===== src/rtl/dbgmp_pkg.sv =====
package dbgmp_pkg;

  localparam int unsigned MP_COUNT = 8;
  localparam int unsigned VAL_W    = 32;
  localparam int unsigned CTL_W    = 8;
  localparam int unsigned KIND_W   = 3;

  typedef enum logic [KIND_W-1:0] {
    EV_NONE   = 3'd0,
    EV_IFETCH = 3'd1,
    EV_LDADDR = 3'd2,
    EV_STADDR = 3'd3,
    EV_LDDATA = 3'd4,
    EV_STDATA = 3'd5
  } ev_kind_e;

  typedef enum logic [2:0] {
    FLT_NEVER  = 3'd0,
    FLT_IFETCH = 3'd1,
    FLT_LDADDR = 3'd2,
    FLT_STADDR = 3'd3,
    FLT_LDDATA = 3'd4,
    FLT_STDATA = 3'd5,
    FLT_LSADDR = 3'd6,
    FLT_LSDATA = 3'd7
  } filter_e;

  typedef enum logic [2:0] {
    CMP_NONE = 3'd0,
    CMP_EQ   = 3'd1,
    CMP_LT   = 3'd2,
    CMP_LE   = 3'd3,
    CMP_GT   = 3'd4,
    CMP_GE   = 3'd5,
    CMP_NE   = 3'd6,
    CMP_MASK = 3'd7
  } cmp_e;

  typedef struct packed {
    logic [2:0] filter;
    logic       is_signed;
    logic [2:0] cond;
    logic       enable;
  } mp_ctl_t;

  function automatic logic filter_accepts(input logic [2:0] flt,
                                          input logic [KIND_W-1:0] kind);
    logic ok;
    ok = 1'b0;
    case (flt)
      FLT_IFETCH: ok = (kind == EV_IFETCH);
      FLT_LDADDR: ok = (kind == EV_LDADDR);
      FLT_STADDR: ok = (kind == EV_STADDR);
      FLT_LDDATA: ok = (kind == EV_LDDATA);
      FLT_STDATA: ok = (kind == EV_STDATA);
      FLT_LSADDR: ok = (kind == EV_LDADDR) || (kind == EV_STADDR);
      FLT_LSDATA: ok = (kind == EV_LDDATA) || (kind == EV_STDATA);
      default:    ok = 1'b0;
    endcase
    return ok;
  endfunction

  function automatic logic value_less(input logic sgn,
                                      input logic [VAL_W-1:0] a,
                                      input logic [VAL_W-1:0] b);
    logic [VAL_W:0] ea;
    logic [VAL_W:0] eb;
    ea = {sgn & a[VAL_W-1], a};
    eb = {sgn & b[VAL_W-1], b};
    return $signed(ea) < $signed(eb);
  endfunction

  function automatic logic cond_holds(input logic [2:0] cond,
                                      input logic sgn,
                                      input logic [VAL_W-1:0] a,
                                      input logic [VAL_W-1:0] b);
    logic eq;
    logic lt;
    logic res;
    eq  = (a == b);
    lt  = value_less(sgn, a, b);
    res = 1'b0;
    case (cond)
      CMP_EQ:   res = eq;
      CMP_NE:   res = !eq;
      CMP_LT:   res = lt;
      CMP_LE:   res = lt || eq;
      CMP_GT:   res = !lt && !eq;
      CMP_GE:   res = !lt;
      CMP_MASK: res = |(a & b);
      default:  res = 1'b0;
    endcase
    return res;
  endfunction

endpackage


===== src/rtl/dbgmp_regfile.sv =====
module dbgmp_regfile
  import dbgmp_pkg::*;
#(
  parameter int unsigned NUM_MP = MP_COUNT,
  parameter int unsigned DATA_W = VAL_W,
  parameter int unsigned CW     = CTL_W,
  localparam int unsigned IDX_W = (NUM_MP > 1) ? $clog2(NUM_MP) : 1
) (
  input  logic                         clk,
  input  logic                         rst_n,
  input  logic                         wr_en,
  input  logic                         wr_sel,
  input  logic [IDX_W-1:0]             wr_idx,
  input  logic [DATA_W-1:0]            wr_data,
  output logic [NUM_MP-1:0][CW-1:0]    ctl_q,
  output logic [NUM_MP-1:0][DATA_W-1:0] ref_q
);

  for (genvar g = 0; g < NUM_MP; g++) begin : g_slot
    logic hit_idx;
    assign hit_idx = wr_en && (wr_idx == IDX_W'(g));

    always_ff @(posedge clk or negedge rst_n) begin
      if (!rst_n) begin
        ctl_q[g] <= '0;
        ref_q[g] <= '0;
      end else if (hit_idx) begin
        if (wr_sel) ref_q[g] <= wr_data;
        else        ctl_q[g] <= wr_data[CW-1:0];
      end
    end
  end

endmodule


===== src/rtl/dbgmp_unit.sv =====
module dbgmp_unit
  import dbgmp_pkg::*;
#(
  parameter int unsigned DATA_W = VAL_W
) (
  input  mp_ctl_t            ctl,
  input  logic [DATA_W-1:0]  ref_val,
  input  logic [KIND_W-1:0]  ev_kind,
  input  logic [DATA_W-1:0]  ev_value,
  output logic               hit,
  output logic               enabled,
  output logic               kind_ok,
  output logic               cond_empty
);

  logic cmp_ok;

  assign enabled    = ctl.enable;
  assign kind_ok    = filter_accepts(ctl.filter, ev_kind);
  assign cond_empty = (ctl.cond == CMP_NONE);
  assign cmp_ok     = cond_holds(ctl.cond, ctl.is_signed, ev_value, ref_val);
  assign hit        = enabled && kind_ok && cmp_ok;

endmodule


===== src/rtl/dbgmp_outreg.sv =====
module dbgmp_outreg #(
  parameter int unsigned NUM_MP = 8
) (
  input  logic              clk,
  input  logic              rst_n,
  input  logic              ev_valid,
  input  logic [NUM_MP-1:0] hit_vec,
  output logic [NUM_MP-1:0] match_q,
  output logic              any_q
);

  logic [NUM_MP-1:0] gated;
  assign gated = ev_valid ? hit_vec : '0;

  always_ff @(posedge clk or negedge rst_n) begin
    if (!rst_n) begin
      match_q <= '0;
      any_q   <= 1'b0;
    end else begin
      match_q <= gated;
      any_q   <= ev_valid && (|hit_vec);
    end
  end

endmodule


===== src/rtl/dbgmp_array.sv =====
module dbgmp_array
  import dbgmp_pkg::*;
#(
  parameter int unsigned NUM_MP = MP_COUNT,
  parameter int unsigned DATA_W = VAL_W,
  localparam int unsigned IDX_W = (NUM_MP > 1) ? $clog2(NUM_MP) : 1
) (
  input  logic              clk,
  input  logic              rst_n,
  input  logic              ev_valid,
  input  logic [KIND_W-1:0] ev_kind,
  input  logic [DATA_W-1:0] ev_value,
  input  logic              wr_en,
  input  logic              wr_sel,
  input  logic [IDX_W-1:0]  wr_idx,
  input  logic [DATA_W-1:0] wr_data,
  output logic [NUM_MP-1:0] match_o,
  output logic              any_match_o
);

  logic [NUM_MP-1:0][CTL_W-1:0]  ctl_q;
  logic [NUM_MP-1:0][DATA_W-1:0] ref_q;

  logic [NUM_MP-1:0] hit_vec;
  logic [NUM_MP-1:0] present_vec;
  logic [NUM_MP-1:0] class_vec;
  logic [NUM_MP-1:0] cond_none_vec;

  dbgmp_regfile #(
    .NUM_MP (NUM_MP),
    .DATA_W (DATA_W),
    .CW     (CTL_W)
  ) u_regs (
    .clk     (clk),
    .rst_n   (rst_n),
    .wr_en   (wr_en),
    .wr_sel  (wr_sel),
    .wr_idx  (wr_idx),
    .wr_data (wr_data),
    .ctl_q   (ctl_q),
    .ref_q   (ref_q)
  );

  for (genvar g = 0; g < NUM_MP; g++) begin : g_mp
    dbgmp_unit #(
      .DATA_W (DATA_W)
    ) u_unit (
      .ctl        (mp_ctl_t'(ctl_q[g])),
      .ref_val    (ref_q[g]),
      .ev_kind    (ev_kind),
      .ev_value   (ev_value),
      .hit        (hit_vec[g]),
      .enabled    (present_vec[g]),
      .kind_ok    (class_vec[g]),
      .cond_empty (cond_none_vec[g])
    );
  end

  dbgmp_outreg #(
    .NUM_MP (NUM_MP)
  ) u_out (
    .clk      (clk),
    .rst_n    (rst_n),
    .ev_valid (ev_valid),
    .hit_vec  (hit_vec),
    .match_q  (match_o),
    .any_q    (any_match_o)
  );

endmodule


===== config.mk =====
export PLATFORM = sky130hd
export DESIGN_NAME = dbgmp_array
export DESIGN_NICKNAME = d
export VERILOG_FILES = /design/src/rtl/dbgmp_pkg.sv /design/src/rtl/dbgmp_regfile.sv /design/src/rtl/dbgmp_unit.sv /design/src/rtl/dbgmp_outreg.sv /design/src/rtl/dbgmp_array.sv
export SDC_FILE = /design/constraint.sdc
export NUM_CORES = 1
export LEC_CHECK = 0
export ABC_CLOCK_PERIOD_IN_PS = 5000
export BUFFER_PORTS_ARGS = -buffer_cell sky130_fd_sc_hd__buf_2
export CAP_MARGIN = 40
export CORE_MARGIN = 2
export CORE_UTILIZATION = 35
export DETAILED_ROUTE_END_ITERATION = 16
export HOLD_SLACK_MARGIN = 0.02
export PLACE_DENSITY_LB_ADDON = 0.3
export SYNTH_ARGS = -nofsm -noshare
export SYNTH_HDL_FRONTEND = slang
export SYNTH_SLANG_ARGS = --single-unit

===== constraint.sdc =====
create_clock -name clk -period 5 [get_ports clk]
set_clock_uncertainty 0.05 [all_clocks]
set_input_delay 0.25 -clock clk [delete_from_list [all_inputs] [get_ports clk]]
set_output_delay 0.25 -clock clk [all_outputs]
set_load 0.02 [all_outputs]

Yosys cells after proc, flatten, opt, wreduce, memory -nomap -nowiden
Cells that the tools add are included.

Reductions and logical operators: 85. Order comparisons: 8. Div/mod/pow operators: 0. Eq/ne operators: 132. Multiplexer cells: 17. Bitwise gates (word level): 25. Shifts and indexed selects: 0. Multipliers: 0. $add $sub $neg: 0.

Operators with widths (count): less-than comparator 33 bit (8); bitwise AND 32 bit (8); == test 32 bit (8); OR reduction 32 bit (8); == test 3 bit (second input constant) (70); one-hot mux 1 bit (7 select lines) (16); == test 3 x 2 -> 1 bit (second input constant) (36); == test 3 x 1 -> 1 bit (second input constant) (18); logical AND 1 bit (33); AND reduction 2 bit (16); bitwise AND 1 bit (16); logical NOT 1 bit (16); logical OR 1 bit (10); 2-to-1 mux 8 bit (1); OR reduction 8 bit (1); logical NOT 3 bit (1); inverter 1 bit (1).

RAM bits: 0. Memory bits (read-only): 0. Register bits after elaboration: 329. Output and inout bits: 9. Input port bits: 75. Latch bits: 0. Word-level logic and storage cells: 285. Memories kept: 0.

Logic depth before layout (Yosys ltp)
Gate-level depths: netlist (run 1).

Depth after elaboration: 8. Depth in mapped cells: 11. Gate-level depth less buffers: 11.

Cells and area by module
From an unflattened synthesis (run 1), not the netlist that was laid out.

Cells, all modules: 2186. Area total of the unflattened synthesis: 24275.8 um2.

Modules (own cells, without submodules): dbgmp_regfile (times used 1, sequential area each 8007.7 um2, cells an instance 702, area each 11930.2 um2); dbgmp_unit (g_mp[0].u_unit ...) (times used 7, sequential area each 0.0 um2, cells an instance 183, area each 1506.4 um2); dbgmp_unit (g_mp[7].u_unit) (times used 1, sequential area each 0.0 um2, cells an instance 183, area each 1491.4 um2); dbgmp_outreg (times used 1, sequential area each 225.2 um2, cells an instance 20, area each 309.0 um2).

Least setup slack after synthesis (run 1)
OpenSTA, ideal clock, no wires.

Kind: reg2reg. From: register u_regs.ref_q[120] (netlist name). To: register u_out.any_q. Cell stages (with the launch flop): 12. Path buffers: 0. Clock period less this slack: 2.604 ns. Required time: 4.821 ns. Library setup time: 0.129 ns. Slack: 2.396 ns. Arrival: 2.425 ns. Cell sequence: dfrtp_1 -> inv_1 -> ha_1 -> and4_1 -> nor4b_1 -> nand2_1 -> o221ai_1 -> o21ai_0 -> a221oi_1 -> a211oi_1 -> nand4bb_1 -> o41a_1.

Longest elaborated chain between the ends: 7. Elaborated cells on any way between the ends: 12. Those cells by class: 1 x order compare; 1 x eq/ne; 1 x mux; 1 x bitwise; 8 x reduce/logical.

Ends and longest elaborated chain: start: declaration (RTL line dbgmp_regfile.sv:16) `output logic [NUM_MP-1:0][DATA_W-1:0] ref_q`; start signal: indexed assignment (RTL line dbgmp_regfile.sv:28) `if (wr_sel) ref_q[g] <= wr_data;`; less-than comparator 33 bit or == test 32 bit (tied branches) (RTL line dbgmp_pkg.sv:70, dbgmp_pkg.sv:80); logical NOT 1 bit (on tied branches) (RTL line dbgmp_pkg.sv:88, dbgmp_pkg.sv:89, dbgmp_pkg.sv:85); logical AND 1 bit (RTL line dbgmp_pkg.sv:88) `CMP_GT: res = !lt && !eq;`; one-hot mux 1 bit (7 select lines) (*) (RTL line dbgmp_pkg.sv:83) `case (cond)`; logical AND 1 bit (*) (RTL line dbgmp_unit.sv:22) `assign hit = enabled && kind_ok && cmp_ok;`; OR reduction 8 bit (*) (RTL line dbgmp_outreg.sv:21) `any_q <= ev_valid && (|hit_vec);`; logical AND 1 bit (*) (RTL line dbgmp_outreg.sv:21); end signal: assignment (RTL line dbgmp_outreg.sv:21); end: declaration (RTL line dbgmp_outreg.sv:9) `output logic any_q`.

Every way passes the cells marked *; elsewhere a longest branch is shown, timed or not. A chain may end at the register's enable or synchronous reset.

Final worst setup path (run 1)
From: register u_regs.ref_q[248] (netlist name). To: register u_out.any_q.

Same word-level chain as after synthesis.

==> results of run 1 <==
## power breakdown
group	switching [uW]	leakage, uW	internal [uW]
clock network	1250	0.000645	1780
registers	498	0.00399	3290
logic	1880	0.00799	1220
total	3620	0.0126	6290
## state kept, by name, summed over array words and instances (netlist names)
register,count
u_regs.ref_q,256
u_regs.ctl_q,64
u_out.match_q,8
u_out.any_q,1
## per-stage QoR
stage | utilization | hold slack [ns] | worst slack, ns | total power [uW]
2_1_floorplan | - | -0.0956 | 2.40 | 5580
3_3_place_gp | 0.374 | 0.285 | 1.26 | 6720
3_5_place_dp | 0.375 | 0.314 | 1.26 | 6850
4_1_cts | 0.399 | 0.0892 | 1.38 | 9940
5_1_grt | 0.399 | 0.123 | 1.27 | 10500
6_report | 0.399 | 0.124 | 1.21 | 9910
## worst reg2reg max path, cell delays in order (launching register included)
cell	delay, ns
dfrtp_1	0.35
inv_1	0.07
ha_1	0.31
nand4_1	0.26
nor3_1	0.85
and4b_1	0.43
o21ai_0	0.12
nand4_1	0.18
a31oi_1	0.09
mux2_2	0.33
o21a_1	0.22
o41a_1	0.40
## per-layer routing
| metal | vias to the layer above | wire, um |
|---|---|---|
| met5 | - | 10 |
| met4 | 2 | 3060 |
| met3 | 155 | 6330 |
| met2 | 654 | 34500 |
| met1 | 9076 | 35700 |
| li1 | 8526 | - |
## cells in the mapped netlist, types with 10 or more instances
library cell    n  area share
inv_1         272       0.044
ha_1          512        0.28
nand2_1       270       0.044
nand3_1        28      0.0060
a21o_1         19      0.0061
dfrtp_1       329        0.35
o21ai_0       245       0.053
nor2_1         55      0.0089
nor3_1         19      0.0041
nor4_1         66       0.018
mux2_2        133       0.064
a21oi_1       102       0.022
nand2b_1       17      0.0046
nand4_1        69       0.019
o31a_1         10      0.0038
o211ai_1       14      0.0045
nor2b_1        10      0.0027
a211oi_1       12      0.0039
clkbuf_1       74       0.012
## final cells by class
| class | instances | area [sq um] |
|---|---|---|
| multi-input cells | 1717 | 13800 |
| diodes | 1 | 2.50 |
| clock inverters | 8 | 100 |
| well taps | 864 | 1080 |
| clock buffers | 63 | 1220 |
| fillers | 6462 | 39600 |
| repair buffers | 131 | 883 |
| inverters | 272 | 1020 |
| flip-flops and latches | 329 | 8230 |
## final timing paths
check	start	endpoint	cells after the start
min in group asynchronous	rst_n	u_regs.ref_q[228]	2
worst min-delay path	wr_data[1]	u_regs.ref_q[97]	3
worst max-delay path	u_regs.ref_q[248]	u_out.any_q	11
worst max register to register	u_regs.ref_q[248]	u_out.any_q	11
max in group asynchronous	rst_n	u_regs.ref_q[168]	3
worst min register to register	u_regs.ctl_q[28]	u_regs.ctl_q[28]	1
## logic make-up after synthesis
kind of cell,after synthesis,synth area share
AND/OR/NAND/NOR,581,0.122
buffers and inverters,356,0.0580
adder cells (fa/ha/maj),512,0.275
XOR/XNOR,8,0.00301
flip-flops,329,0.354
multiplexers,137,0.0660
AO/OA/AOI/OAI,479,0.122
==> results by group, run 1 <==
Detailed routing
  – Via total after detailed routing: 18,413
  – 1st-iter DRT viols: 1,554
  – DRC Markers: 0
  – First drt pass iteration count: 5
  – Vias/cell: 5.44
  – DR WL/cell: 23.5 um
  – Final antenna-violating net count: 0
  – Final WL: 79.6 mm

Place
  – Placed Area: 0.0247 sq mm
  – Placer Congestion: 0.930
  – Placed instance count: 3,287
  – IO Port Bufs: 83
  – Dpl hpwl: 58.8 mm

Timing
  – Tcrit/Tclk final: 0.759
  – RSZ-0062 raised after global routing: no
  – # setup viols final: 0
  – Final Hold Fails: 0
  – Total negative slack: 0 ns
  – Worst Tran Pin Value: 0.966 ns
  – Max-slew violations: 0
  – Fmax: 264 MHz
  – Slew margin rel.: 0.350
  – Min Tclk post-route: 3.79 ns

CTS
  – CTS root buf: clkbuf_16
  – CTS tree: done
  – Worst-Skew Late Latency: 0.58 ns
  – # Post-CTS Setup Buffers: 0
  – Deepest clock path buffer count: 3
  – Clock sink total: 329
  – Post-CTS resize count: 0
  – H-Tree Depth: 2
  – Clock-pin slew on the worst setup and hold paths: 0.06 ns
  – CTS Hold Bufs: 26
  – TritonCTS Buffers: 42

Global route
  – Remaining Overflow, GRT: 0
  – Largest net degree at the start of global routing: 115
  – Met1 usage: 0.323
  – GRT Overall Usage: 0.234
  – Grt peak-use layer: met2
  – Met3 Track Usage GR: 0.0498
  – GRT met2 Usage: 0.359
  – Initial antenna violation count: 2
  – Vias in the first global route: 18,386
  – First-pass GRT wire length: 118 mm

Setup path
  – Crit. End Element: register
  – Data arrival, critical path: 4.19 ns
  – Buf/Inv on CP: 1
  – CP dominant cell by count: nand4_1
  – Startpoint Class: register
  – Crit-path max FO: 3
  – Slowest-stage cell, CP: nor3_1
  – Req. time, crit path: 5.40 ns
  – Slowest stage delay, CP: 0.85 ns
  – Reg-to-reg slack, setup: 1.21 ns
  – WS Path Type: register to register
  – Crit path max-delay family: simple AND/OR/NAND/NOR gates
  – Crit path cell chain: inv_1 -> ha_1 -> nand4_1 -> nor3_1 -> and4b_1 -> o21ai_0 -> nand4_1 -> a31oi_1 -> mux2_2 -> o21a_1 -> o41a_1

Die
  – Die height: 262 um
  – Die Wd: 262 um
  – Initial Util: 0.354
  – Num ports: 84
  – Die area: 0.0686 sq mm
  – Core ar.: 0.0659 sq mm
  – Rows: 94

Power and ir drop
  – Max IR drop VDD: 243 uV
  – Lkg Pwr: 0.0126 uW
  – PD cells: 377 mW/mm^2

Synthesis
  – Yosys reg bits: 329
  – Yosys warnings: 0
  – Register area share after synthesis: 0.354
  – Mapped Nets: 2,989
  – Netlist cell types: 77
  – Main synth FF type: dfrtp_1
  – Syn_area_per_cell: 9.69 sq um
  – Asr flop ratio synth: 1.00
  – Syn Inst Count: 2,402
  – EDFF count, synth: 0
  – Post-Synthesis Cell Area: 0.0233 sq mm

Final layout
  – Commonest non-fill, non-tap cell in the layout: ha_1
  – Final instance area: 0.0263 sq mm
  – Area grow syn2layout: 12.9%
  – Final net count: 3,080
  – Layout cells sized above 1: 0.127
  – Final std cells w/o fill: 3,385
  – Most frequent cells in the layout: 512 x ha_1, 329 x dfrtp_1, 272 x inv_1, 270 x nand2_1, 245 x o21ai_0

Worst hold path
  – HP Class: input port to register

Outcome
  – Status: complete, no violations

Flow run
  – MaxCap Viol Count: 0
(Power assumes the default switching activity.)
==> run 2: changes to the inputs <==
- ABC_CLOCK_PERIOD_IN_PS: 5000 -> 3900
- clock period: 5 -> 3.9 ns (I/O delays scaled with it)
==> results by group, run 2 (synthesis gave the netlist of run 1 again) <==
Worst hold path
  – Hold EP: u_regs.ref_q[199]
  – Hold Crit Depth: 3 (unchanged)
  – Hold path startpoint: wr_data[7]
  – HP Class: input port to register

CTS
  – H-Tree Depth: 2 (unchanged)
  – CTS root buf: clkbuf_16
  – Clock sink total: 329 (unchanged)
  – TritonCTS Buffers: 44 (+4.8%)
  – Clock-pin slew on the worst setup and hold paths: 0.05 ns (about the same)
  – CTS tree: done
  – Worst-Skew Late Latency: 0.59 ns (about the same)
  – Deepest clock path buffer count: 3 (unchanged)

Detailed routing
  – DRC Markers: 0 (unchanged)
  – Via total after detailed routing: 18,409 (-0.022%)
  – Final antenna-violating net count: 0 (unchanged)
  – DR WL/cell: 23.4 um (-0.70%)
  – Final WL: 80.0 mm (+0.50%)
  – 1st-iter DRT viols: 1,454 (-6.4%)
  – First drt pass iteration count: 5 (unchanged)
  – Vias/cell: 5.37 (-1.2%)

Place
  – IO Port Bufs: 83 (unchanged)
  – Placer Congestion: 0.923 (-0.71%)
  – Dpl hpwl: 60.5 mm (+2.9%)
  – DP Worst Slack: 0.170 ns (-1.09 ns)
  – Placed instance count: 3,320 (+1.0%)

Timing
  – RSZ-0062 raised after global routing: no
  – Tcrit/Tclk final: 0.915 (+0.156)
  – Total negative slack: 0 ns (unchanged)
  – Final Hold Fails: 0 (unchanged)
  – Slew margin rel.: 0.420 (+0.0693)
  – PnR worst setup slack: 0.332 ns (-0.874 ns)
  – Min Tclk post-route: 3.57 ns (-0.226 ns)
  – Worst Tran Pin Value: 0.863 ns (-0.103 ns)
  – Max-slew violations: 0 (unchanged)
  – Fmax: 280 MHz (+6.3%)
  – # setup viols final: 0 (unchanged)

Global route
  – Met1 usage: 0.336 (+0.0128)
  – GRT Overall Usage: 0.236 (+0.00195)
  – Remaining Overflow, GRT: 0 (unchanged)
  – Met3 Track Usage GR: 0.0542 (+0.00444)
  – Vias in the first global route: 18,303 (-0.45%)
  – Grt peak-use layer: met2
  – Largest net degree at the start of global routing: 98 (-15%)
  – Initial antenna violation count: 4 (+2)
  – GRT met2 Usage: 0.349 (-0.0105)
  – First-pass GRT wire length: 119 mm (+0.56%)

Setup path
  – Startpoint Class: register
  – Crit. End Element: register
  – WS Path Type: register to register
  – Crit path max-delay family: simple AND/OR/NAND/NOR gates
  – Slowest-stage cell, CP: nor4_1
  – Buf/Inv on CP: 1 (unchanged)
  – Worst r2r path cells: 11 (unchanged)
  – Req. time, crit path: 4.30 ns (-1.10 ns)
  – Slowest stage delay, CP: 0.84 ns (about the same)
  – Data arrival, critical path: 3.96 ns (-0.23 ns)
  – Reg2reg start: u_regs.ref_q[214]
  – Worst flop-to-flop path endpoint: u_out.any_q
  – Crit-path max FO: 3 (unchanged)
  – Reg-to-reg slack, setup: 0.33 ns (-0.87 ns)
  – Crit path cell chain: inv_1 -> ha_1 -> nand4_1 -> nor4_1 -> nand4_1 -> nor2_1 -> a211o_1 -> o221a_2 -> nor4_1 -> a21o_1 -> o41a_1
  – WP depth: 11 (unchanged)

Power and ir drop
  – PD cells: 489 mW/mm^2 (+30%)
  – Pwr Total: 13,100 uW (+32%)
  – Max IR drop VDD: 370 uV (+52%)
  – Lkg Pwr: 0.0129 uW (+2.2%)

Final layout
  – Most frequent cells in the layout: 512 x ha_1, 329 x dfrtp_1, 272 x inv_1, 270 x nand2_1, 245 x o21ai_0
  – Area taken by multi-input logic gates: 0.0138 sq mm (unchanged)
  – Commonest non-fill, non-tap cell in the layout: ha_1
  – Layout cells sized above 1: 0.144 (+0.0170)
  – Final std cells w/o fill: 3,426 (+1.2%)
  – Largest Register: u_regs.ref_q
  – Sequential Area: 0.00823 sq mm (unchanged)
  – Fill cells: 6,494 (+0.50%)
  – Area grow syn2layout: 14.9%
  – Max reg flops: 256 (unchanged)
  – Ant diodes: 0 (-1)
  – Biggest regs: u_regs.ref_q: 256 flops, u_regs.ctl_q: 64 flops, u_out.match_q: 8 flops
  – Final net count: 3,116 (+1.2%)

Die
  – Core ar.: 0.0659 sq mm (unchanged)
  – Num ports: 84 (unchanged)
  – Die Wd: 262 um (unchanged)
  – Rows: 94 (unchanged)
  – Die height: 262 um (unchanged)
  – Initial Util: 0.354 (unchanged)
  – Die area: 0.0686 sq mm (unchanged)

Outcome
  – Status: complete, no violations

Flow run
  – MaxCap Viol Count: 0 (unchanged)
[run 2: cell types whose count changed in the layout (fill, tap and decap cells not counted), moves of 2 or more]
| cell | before | now |
|---|---|---|
| clkbuf_16 | 43 | 45 |
| buf_2 | 86 | 84 |
| clkinv_2 | 3 | 9 |
| buf_12 | 1 | 6 |
| clkdlybuf4s15_2 | 2 | 0 |
| clkbuf_8 | 7 | 14 |
| buf_4 | 13 | 46 |
| clkbuf_1 | 13 | 5 |
[run 2: how the worst max path moves through the flow]
stage / start / endpoint / slack, ns
6_report: u_regs.ref_q[214] / u_out.any_q / 0.33
5_1_grt: u_regs.ref_q[24] / u_out.any_q / 0.26
4_1_cts: u_regs.ref_q[216] / u_out.any_q / 0.40
3_5_place_dp: ev_value[22] / u_out.any_q / 0.17
3_3_place_gp: ev_value[22] / u_out.any_q / 0.15
2_1_floorplan: u_regs.ref_q[120] / u_out.any_q / 1.30
[run 2: tightest hold or removal path: stages]
cell,delay [ns]
buf_2,0.26
nand2_1,0.11
o21ai_0,0.07
[run 2: power breakdown]
| part | switching, uW | internal (uW) |
|---|---|---|
| clock network | 1670 | 2500 |
| registers | 639 | 4210 |
| logic | 2430 | 1640 |
[run 2: final cells by class]
cell class,instances,share of cell area
Clock buffer,64,0.0500
Clock inverter,15,0.00514
Inverter,272,0.0382
Multi-Input combinational cell,1717,0.514
Sequential cell,329,0.308
Tap cell,864,0.0404
Timing Repair Buffer,165,0.0448
[run 2: timing repair]
| item | CTS | global route |
|---|---|---|
| gates resized for setup | 0 | 0 |
| setup buffers | 0 | 0 |
| hold buffers | 27 | 0 |
| endpoints found under the hold margin | 289 | 0 |
[run 2: metrics by stage]
| stage | hold slack, ns | cell area (sq um) | utilization |
|---|---|---|---|
| 6_report | 0.0602 | 26800 | 0.406 |
| 5_1_grt | 0.0552 | 26800 | 0.406 |
| 4_1_cts | 0.0227 | 26800 | 0.406 |
| 3_5_place_dp | 0.275 | 25000 | 0.380 |
| 3_3_place_gp | 0.278 | 25000 | 0.379 |
| 2_1_floorplan | -0.151 | 23300 | - |
[run 2: metal layers]
| layer | wire length (um) | share of wire |
|---|---|---|
| met1 | 37200 | 0.46 |
| met2 | 33900 | 0.42 |
| met3 | 6210 | 0.078 |
| met4 | 2710 | 0.034 |
| met5 | 36 | 0.00045 |
